--- src/rtl/dram_seq_pkg.sv ---
package dram_seq_pkg;

  typedef enum logic [2:0] {
    MD_RFSH_EXT   = 3'b000,
    MD_RFSH_FORCE = 3'b001,
    MD_RFSH_BURST = 3'b010,
    MD_ALL_BANK   = 3'b011,
    MD_EXT_ACC    = 3'b100,
    MD_AUTO_SLOW  = 3'b101,
    MD_AUTO_FAST  = 3'b110,
    MD_SET_EOC    = 3'b111
  } mode_e;

  typedef enum logic [1:0] {
    SQ_IDLE   = 2'd0,
    SQ_HOLD   = 2'd1,
    SQ_SETUP  = 2'd2,
    SQ_STROBE = 2'd3
  } seq_state_e;

  function automatic logic is_auto_mode(input logic [2:0] m);
    return (m == MD_AUTO_SLOW) || (m == MD_AUTO_FAST);
  endfunction

  function automatic logic is_rfsh_mode(input logic [2:0] m);
    return (m == MD_RFSH_EXT) || (m == MD_RFSH_FORCE) || (m == MD_RFSH_BURST);
  endfunction

  // modes whose row strobe comes straight from the system request
  function automatic logic is_ext_strobe_mode(input logic [2:0] m);
    return is_rfsh_mode(m) || (m == MD_ALL_BANK) || (m == MD_EXT_ACC);
  endfunction

  // modes where the system also drives column strobe and mux
  function automatic logic is_ext_cas_mode(input logic [2:0] m);
    return (m == MD_ALL_BANK) || (m == MD_EXT_ACC);
  endfunction

  function automatic logic drives_all_banks(input logic [2:0] m);
    return is_rfsh_mode(m) || (m == MD_ALL_BANK);
  endfunction

  // row hold length in cycles for a given auto mode
  function automatic int unsigned row_hold_len(input logic slow,
                                               input int unsigned hs,
                                               input int unsigned hf);
    return slow ? hs : hf;
  endfunction

endpackage

--- src/rtl/dram_auto_seq.sv ---
module dram_auto_seq
  import dram_seq_pkg::*;
#(
  parameter int unsigned HOLD_SLOW = 3,
  parameter int unsigned HOLD_FAST = 1,
  parameter int unsigned COL_SETUP = 1
) (
  input  logic clk,
  input  logic rst_n,
  input  logic auto_en,
  input  logic slow_sel,
  input  logic strobe_fall,
  input  logic ras_in_n,
  output logic ras_on,
  output logic col_sel,
  output logic cas_on
);

  localparam int unsigned MAXLEN = (HOLD_SLOW > HOLD_FAST) ?
                                   ((HOLD_SLOW > COL_SETUP) ? HOLD_SLOW : COL_SETUP) :
                                   ((HOLD_FAST > COL_SETUP) ? HOLD_FAST : COL_SETUP);
  localparam int unsigned CW = $clog2(MAXLEN + 1);

  seq_state_e    state_q;
  logic [CW-1:0] cnt_q;
  logic          release_req;
  logic          cnt_last;

  initial begin
    assert (HOLD_SLOW >= 1 && HOLD_FAST >= 1 && COL_SETUP >= 1)
      else $error("sequencer intervals must be at least one cycle");
  end

  assign release_req = (state_q != SQ_IDLE) && ras_in_n;
  assign cnt_last    = (cnt_q == CW'(1));

  always_ff @(posedge clk or negedge rst_n) begin
    if (!rst_n) begin
      state_q <= SQ_IDLE;
      cnt_q   <= '0;
    end else if (!auto_en || release_req) begin
      state_q <= SQ_IDLE;
      cnt_q   <= '0;
    end else begin
      unique case (state_q)
        SQ_IDLE: begin
          if (strobe_fall) begin
            state_q <= SQ_HOLD;
            cnt_q   <= CW'(row_hold_len(slow_sel, HOLD_SLOW, HOLD_FAST));
          end
        end
        SQ_HOLD: begin
          if (cnt_last) begin
            state_q <= SQ_SETUP;
            cnt_q   <= CW'(COL_SETUP);
          end else begin
            cnt_q <= cnt_q - CW'(1);
          end
        end
        SQ_SETUP: begin
          if (cnt_last) begin
            state_q <= SQ_STROBE;
            cnt_q   <= '0;
          end else begin
            cnt_q <= cnt_q - CW'(1);
          end
        end
        default: state_q <= SQ_STROBE;
      endcase
    end
  end

  assign ras_on  = (state_q != SQ_IDLE);
  assign col_sel = (state_q == SQ_SETUP) || (state_q == SQ_STROBE);
  assign cas_on  = (state_q == SQ_STROBE);

  // a row strobe only starts from a sampled falling request
  a_r3_start_on_fall: assert property (@(posedge clk) disable iff (!rst_n)
    $rose(ras_on) |-> $past(strobe_fall));

  // column strobe never rises without column address already on the mux
  a_r5_cas_after_col: assert property (@(posedge clk) disable iff (!rst_n)
    $rose(cas_on) |-> $past(col_sel));

  // a released request clears every strobe at the next edge
  a_r6_release: assert property (@(posedge clk) disable iff (!rst_n)
    (ras_on && ras_in_n) |=> (!ras_on && !cas_on && !col_sel));

endmodule

--- src/rtl/dram_addr_latch.sv ---
module dram_addr_latch #(
  parameter int unsigned AW     = 9,
  parameter int unsigned BANK_W = 2
) (
  input  logic              clk,
  input  logic              rst_n,
  input  logic              hold,
  input  logic [AW-1:0]     row_in,
  input  logic [AW-1:0]     col_in,
  input  logic [BANK_W-1:0] bank_in,
  input  logic              col_sel,
  input  logic              rfsh_sel,
  input  logic [AW-1:0]     rfsh_row,
  output logic [AW-1:0]     addr_out,
  output logic [BANK_W-1:0] bank_out
);

  logic [AW-1:0]     row_q;
  logic [AW-1:0]     col_q;
  logic [BANK_W-1:0] bank_q;

  always_ff @(posedge clk or negedge rst_n) begin
    if (!rst_n) begin
      row_q  <= '0;
      col_q  <= '0;
      bank_q <= '0;
    end else if (!hold) begin
      row_q  <= row_in;
      col_q  <= col_in;
      bank_q <= bank_in;
    end
  end

  always_comb begin
    if (rfsh_sel)     addr_out = rfsh_row;
    else if (col_sel) addr_out = col_q;
    else              addr_out = row_q;
  end

  assign bank_out = bank_q;

  // latches are frozen after any cycle in which an access was active
  a_r2_latch_frozen: assert property (@(posedge clk) disable iff (!rst_n)
    $past(hold) |-> ($stable(row_q) && $stable(col_q) && $stable(bank_q)));

endmodule

--- src/rtl/dram_rfsh_ctr.sv ---
module dram_rfsh_ctr #(
  parameter int unsigned AW = 9
) (
  input  logic          clk,
  input  logic          rst_n,
  input  logic          step,
  input  logic          load_end,
  input  logic [AW-1:0] end_val,
  output logic [AW-1:0] rfsh_row,
  output logic          wrap_pulse
);

  logic [AW-1:0] cnt_q;
  logic [AW-1:0] end_q;
  logic          at_end;

  assign at_end = (cnt_q == end_q);

  always_ff @(posedge clk or negedge rst_n) begin
    if (!rst_n) begin
      cnt_q      <= '0;
      end_q      <= '1;
      wrap_pulse <= 1'b0;
    end else begin
      wrap_pulse <= 1'b0;
      if (load_end) end_q <= end_val;
      if (step) begin
        if (at_end) begin
          cnt_q      <= '0;
          wrap_pulse <= 1'b1;
        end else begin
          cnt_q <= cnt_q + AW'(1);
        end
      end
    end
  end

  assign rfsh_row = cnt_q;

  // the end-of-count pulse lasts one cycle and follows a counting step
  a_r12_wrap_pulse: assert property (@(posedge clk) disable iff (!rst_n)
    wrap_pulse |-> ($past(step) && (rfsh_row == '0)));

  a_r12_pulse_single: assert property (@(posedge clk) disable iff (!rst_n)
    wrap_pulse |=> !wrap_pulse);

endmodule

--- src/rtl/dram_access_seq.sv ---
module dram_access_seq
  import dram_seq_pkg::*;
#(
  parameter int unsigned AW        = 9,
  parameter int unsigned BANK_W    = 2,
  parameter int unsigned HOLD_SLOW = 3,
  parameter int unsigned HOLD_FAST = 1,
  parameter int unsigned COL_SETUP = 1
) (
  input  logic                     clk,
  input  logic                     rst_n,
  input  logic [2:0]               mode_sel,
  input  logic                     ras_in_n,
  input  logic [AW-1:0]            row_addr,
  input  logic [AW-1:0]            col_addr,
  input  logic [BANK_W-1:0]        bank_sel,
  input  logic                     we_in_n,
  input  logic                     ext_cas_n,
  input  logic                     ext_col_sel,
  output logic [AW-1:0]            addr_out,
  output logic [(1<<BANK_W)-1:0]   ras_n_out,
  output logic                     cas_n_out,
  output logic                     we_n_out,
  output logic                     rf_eoc
);

  localparam int unsigned NBANK = 1 << BANK_W;

  // named events for assertions and debug
  logic              req_prev_hi;
  logic              strobe_fall;
  logic              strobe_rise;
  logic              auto_en;
  logic              seq_ras_on;
  logic              seq_col_sel;
  logic              seq_cas_on;
  logic              ext_ras_q;
  logic              ext_cas_q;
  logic              ext_col_q;
  logic              all_bank_q;
  logic              rfsh_q;
  logic              we_q;
  logic              latch_hold;
  logic              mux_col;
  logic [AW-1:0]     rfsh_row;
  logic [BANK_W-1:0] bank_q;
  logic [NBANK-1:0]  bank_hit;
  logic [NBANK-1:0]  ras_active;

  assign strobe_fall = req_prev_hi && !ras_in_n;
  assign strobe_rise = !req_prev_hi && ras_in_n;
  assign auto_en     = is_auto_mode(mode_sel);

  always_ff @(posedge clk or negedge rst_n) begin
    if (!rst_n) begin
      req_prev_hi <= 1'b1;
      ext_ras_q   <= 1'b0;
      ext_cas_q   <= 1'b0;
      ext_col_q   <= 1'b0;
      all_bank_q  <= 1'b0;
      rfsh_q      <= 1'b0;
      we_q        <= 1'b1;
    end else begin
      req_prev_hi <= ras_in_n;
      ext_ras_q   <= is_ext_strobe_mode(mode_sel) && !ras_in_n;
      ext_cas_q   <= is_ext_cas_mode(mode_sel) && !ext_cas_n;
      ext_col_q   <= is_ext_cas_mode(mode_sel) && ext_col_sel;
      all_bank_q  <= drives_all_banks(mode_sel);
      rfsh_q      <= is_rfsh_mode(mode_sel);
      we_q        <= we_in_n;
    end
  end

  dram_auto_seq #(
    .HOLD_SLOW (HOLD_SLOW),
    .HOLD_FAST (HOLD_FAST),
    .COL_SETUP (COL_SETUP)
  ) u_seq (
    .clk         (clk),
    .rst_n       (rst_n),
    .auto_en     (auto_en),
    .slow_sel    (mode_sel == MD_AUTO_SLOW),
    .strobe_fall (strobe_fall),
    .ras_in_n    (ras_in_n),
    .ras_on      (seq_ras_on),
    .col_sel     (seq_col_sel),
    .cas_on      (seq_cas_on)
  );

  assign latch_hold = seq_ras_on || ext_ras_q;
  assign mux_col    = seq_col_sel || ext_col_q;

  dram_addr_latch #(
    .AW     (AW),
    .BANK_W (BANK_W)
  ) u_latch (
    .clk      (clk),
    .rst_n    (rst_n),
    .hold     (latch_hold),
    .row_in   (row_addr),
    .col_in   (col_addr),
    .bank_in  (bank_sel),
    .col_sel  (mux_col),
    .rfsh_sel (rfsh_q),
    .rfsh_row (rfsh_row),
    .addr_out (addr_out),
    .bank_out (bank_q)
  );

  dram_rfsh_ctr #(
    .AW (AW)
  ) u_rfsh (
    .clk        (clk),
    .rst_n      (rst_n),
    .step       (is_rfsh_mode(mode_sel) && strobe_rise),
    .load_end   ((mode_sel == MD_SET_EOC) && strobe_fall),
    .end_val    (row_addr),
    .rfsh_row   (rfsh_row),
    .wrap_pulse (rf_eoc)
  );

  for (genvar b = 0; b < NBANK; b++) begin : g_bank
    assign bank_hit[b]   = (bank_q == BANK_W'(b));
    assign ras_active[b] = (seq_ras_on && bank_hit[b]) ||
                           (ext_ras_q && (all_bank_q || bank_hit[b]));
    assign ras_n_out[b]  = !ras_active[b];
  end

  assign cas_n_out = !(seq_cas_on || ext_cas_q);
  assign we_n_out  = we_q;

  // an auto access strobes exactly one bank
  a_r3_one_bank: assert property (@(posedge clk) disable iff (!rst_n)
    seq_ras_on |-> $onehot(ras_active));

  // in the auto modes the external column strobe and mux stay out
  a_r10_auto_isolated: assert property (@(posedge clk) disable iff (!rst_n)
    $past(auto_en) |-> (!ext_cas_q && !ext_col_q));

  // refresh never asserts the column strobe
  a_r12_no_cas_in_rfsh: assert property (@(posedge clk) disable iff (!rst_n)
    rfsh_q |-> cas_n_out);

  // all-bank external strobe drives every row strobe together
  a_r8_all_banks: assert property (@(posedge clk) disable iff (!rst_n)
    (ext_ras_q && all_bank_q) |-> (ras_n_out == '0));

endmodule

--- config.mk ---
export PLATFORM = sky130hd
export DESIGN_NAME = dram_access_seq
export DESIGN_NICKNAME = d
export VERILOG_FILES = /design/src/rtl/dram_seq_pkg.sv /design/src/rtl/dram_auto_seq.sv /design/src/rtl/dram_addr_latch.sv /design/src/rtl/dram_rfsh_ctr.sv /design/src/rtl/dram_access_seq.sv
export SDC_FILE = /design/constraint.sdc
export NUM_CORES = 1
export LEC_CHECK = 0
export BUFFER_PORTS_ARGS = -buffer_cell sky130_fd_sc_hd__clkbuf_2
export CELL_PAD_IN_SITES_DETAIL_PLACEMENT = 1
export CELL_PAD_IN_SITES_GLOBAL_PLACEMENT = 2
export CORE_ASPECT_RATIO = 1.5
export CORE_MARGIN = 2
export CORE_UTILIZATION = 40
export CTS_BUF_LIST = sky130_fd_sc_hd__clkbuf_8
export CTS_CLUSTER_DIAMETER = 100
export DETAILED_ROUTE_END_ITERATION = 8
export PLACE_DENSITY_LB_ADDON = 0.1
export SLEW_MARGIN = 15
export SYNTH_ARGS = -nofsm -noshare
export SYNTH_HDL_FRONTEND = slang
export SYNTH_SLANG_ARGS = --single-unit
--- constraint.sdc ---
create_clock -name clk -period 3.3 [get_ports clk]
set_input_delay 0.66 -clock clk [delete_from_list [all_inputs] [get_ports clk]]
set_output_delay 0.66 -clock clk [all_outputs]
set_load 0.05 [all_outputs]
==> reports/results.ini <==
[job]
maxCapViolations=0

[critical_path]
crit_start=u_seq.state_q[0]
worstSetupPathType=flip-flop to output pin
endpoint_kind=output pin
arrival_ns=2.08
reg2reg_from=u_seq.state_q[0]
crit_end=addr_out[8]
required_ns=2.64
crit_fanout=9
reg2reg_to=u_latch.col_q[5]
rr_worst_depth=6
start_kind=flip-flop
r2r_slack_ns=1.41

[layout]
drive_gt1_share_pct=38.38
post-route-util_pct=47.63
nets=306
n_antenna_cell=0
syn2layout_area_growth_pct=15.43

[global_route]
grt_antenna_before_repair=0
grt_overflow=0
grt_pass1_wl_um=8914
grt.total_usage_pct=17.41
grt_pass1_vias=1918
grt_max_degree=51

[timing]
finalMaxSlewViolations=0
finalHoldViolCount=0
rsz0062_at_grt=false
timing.fmax_mhz=365.6
final-setup-viol-count=0
relSlewSlack_pct=57.16
final.min_clock_period_ns=2.736
tightest_slew_ns=0.6427
finalSetupTns_ns=0
skew_ns=0.01234
fin_crit_sh_pct=82.90

[logic_synthesis]
ys.flop_type=dfrtp_1
yosys_warnings=0
synth.most_common_cell=dfrtp_1
seq_area_frac_synth_pct=50.00
ys_ff_latch=50
async_flop_share_pct=100.0
ys_types=39
yosys-top-cells-area=dfrtp_1, mux2_2, dfstp_2
synth_fp_nets=262
synth_area_sq_mm=0.002530
yosysTopAreaCell=dfrtp_1
synthTopCellsByCount=dfrtp_1, mux2_2, nand2_1
avgSynthCellArea_sq_um=11.19
synth-edff-count=0
synth_top_cell_area_share_pct=38.58
syn_inst=226

[die]
core-area_sq_mm=0.006131
die_area_sq_mm=0.006990
die_w_um=68.94
ios=45
rows=35
die_h_um=101.4
start_util_pct=41.27

[power]
p_leak_nw=1.333
ir_worst_vdd_mv=0.3372
finalPower_mw=1.759
p_per_area_mw_per_mm2=602.3

[routing]
via_count=1809
avgRoutedWirePerCell_um=15.92
via_per_inst=5.243
drt_iter0_drc=43
routed_wl_um=5492
drc=0
drtPass1Iterations=4
postRouteAntennaNets=0

[clock_network]
clk_path_buf_depth=2
insertion_delay_ns=0.31
clk_pin_slew_ns=0.09
cts_tree=yes
numClockSinks=50
cts_inserted_buffers=5
postCtsSetupBuffers=0
cts_resized=0
cts_root_buf=clkbuf_8
hold_buffers=0
htreeDepth=2

[place]
portBuffers=44
gp_congestion=0.7467
hpwlAfterDp_um=4084

[hold_path]
hp-class=input pin to async pin

[status]
status=complete, no violations

==> sequential cells by signal, summed over array words and instances (netlist names) <==
name and count:
u_latch.row_q 9, ext_ras_q 1, u_latch.bank_out 2, u_latch.col_q 9
ext_cas_q 1, u_seq.state_q 2, we_n_out 1, u_rfsh.wrap_pulse 1
u_rfsh.rfsh_row 9, rfsh_q 1, all_bank_q 1, ext_col_q 1
u_rfsh.end_q 9, u_seq.cnt_q 2, req_prev_hi 1
==> worst min-delay path by stage <==
stage	endpoint	from	slack, ns
finish	u_seq.cnt_q[0]	rst_n	0.44
global route	we_n_out	we_in_n	0.42
CTS	we_n_out	we_in_n	0.42
detailed placement	u_latch.col_q[1]	u_latch.col_q[1]	0.50
global placement	u_latch.row_q[7]	u_latch.row_q[7]	0.49
floorplan	all_bank_q	rst_n	0.36
==> per-layer routing <==
metal,wire (um),global-route usage (%)
met1,2149,18.12
met2,3020,32.69
met3,217,3.667
met4,104,6.787
met5,0,0
==> cell type report <==
type	instances	area [sq um]
inverter	10	38.79
tap	74	92.59
multi-input combinational	156	1182
fill	698	3211
clock inverter	2	16.27
clock buffer	6	82.58
sequential	50	1265
timing repair buffer	47	242.7
==> through the flow <==
step                      hold slack, ns  instance area [sq um]  instances  setup slack (ns)
after floorplan                   0.3644                   2530        226            0.3612
after global placement            0.4921                   2821        337            0.9277
after detailed placement          0.4953                   2821        337            0.8750
after CTS                         0.4212                   2920        345            0.5288
after global routing              0.4166                   2920        345            0.3767
final                             0.4353                   2920        345            0.5644
==> layout by cell type (no fill, tap or decap), types with 9 or more instances in the layout <==
cell type and count:
clkbuf_2 44, dfrtp_1 39, dfstp_2 11, inv_1 9, mux2_2 29, mux2i_1 10, nand2_1 17, nor2_1 15
o21ai_0 14, xnor2_1 15
==> logic make-up (layout without fill, tap and decap cells) <==
logic type      after synthesis  after routing  share of synthesized area (%)
xor+xnor                     16             16                          5.539
simple gates                 60             60                          11.82
buf+inv                      20             65                          3.560
fa+ha+maj                     7              7                          3.462
mux                          39             39                          16.86
flops                        50             50                          50.00
compound gates               34             34                          8.754
==> critical path, stage by stage (launching register included) <==
cell and delay (ns):
dfrtp_1 0.41, inv_1 0.08, ha_1 0.26, nor3_2 0.18, buf_4 0.25, mux2i_1 0.09
o21ai_0 0.19, clkbuf_2 0.32
==> where the power goes <==
group	switching, mW	internal, mW	leakage, nW	total (mW)
clock	0.211	0.173	0.0478	0.384
sequential	0.118	0.738	0.600	0.856
combinational	0.305	0.214	0.685	0.520
No activity file was read; power rests on OpenSTA's default activity.
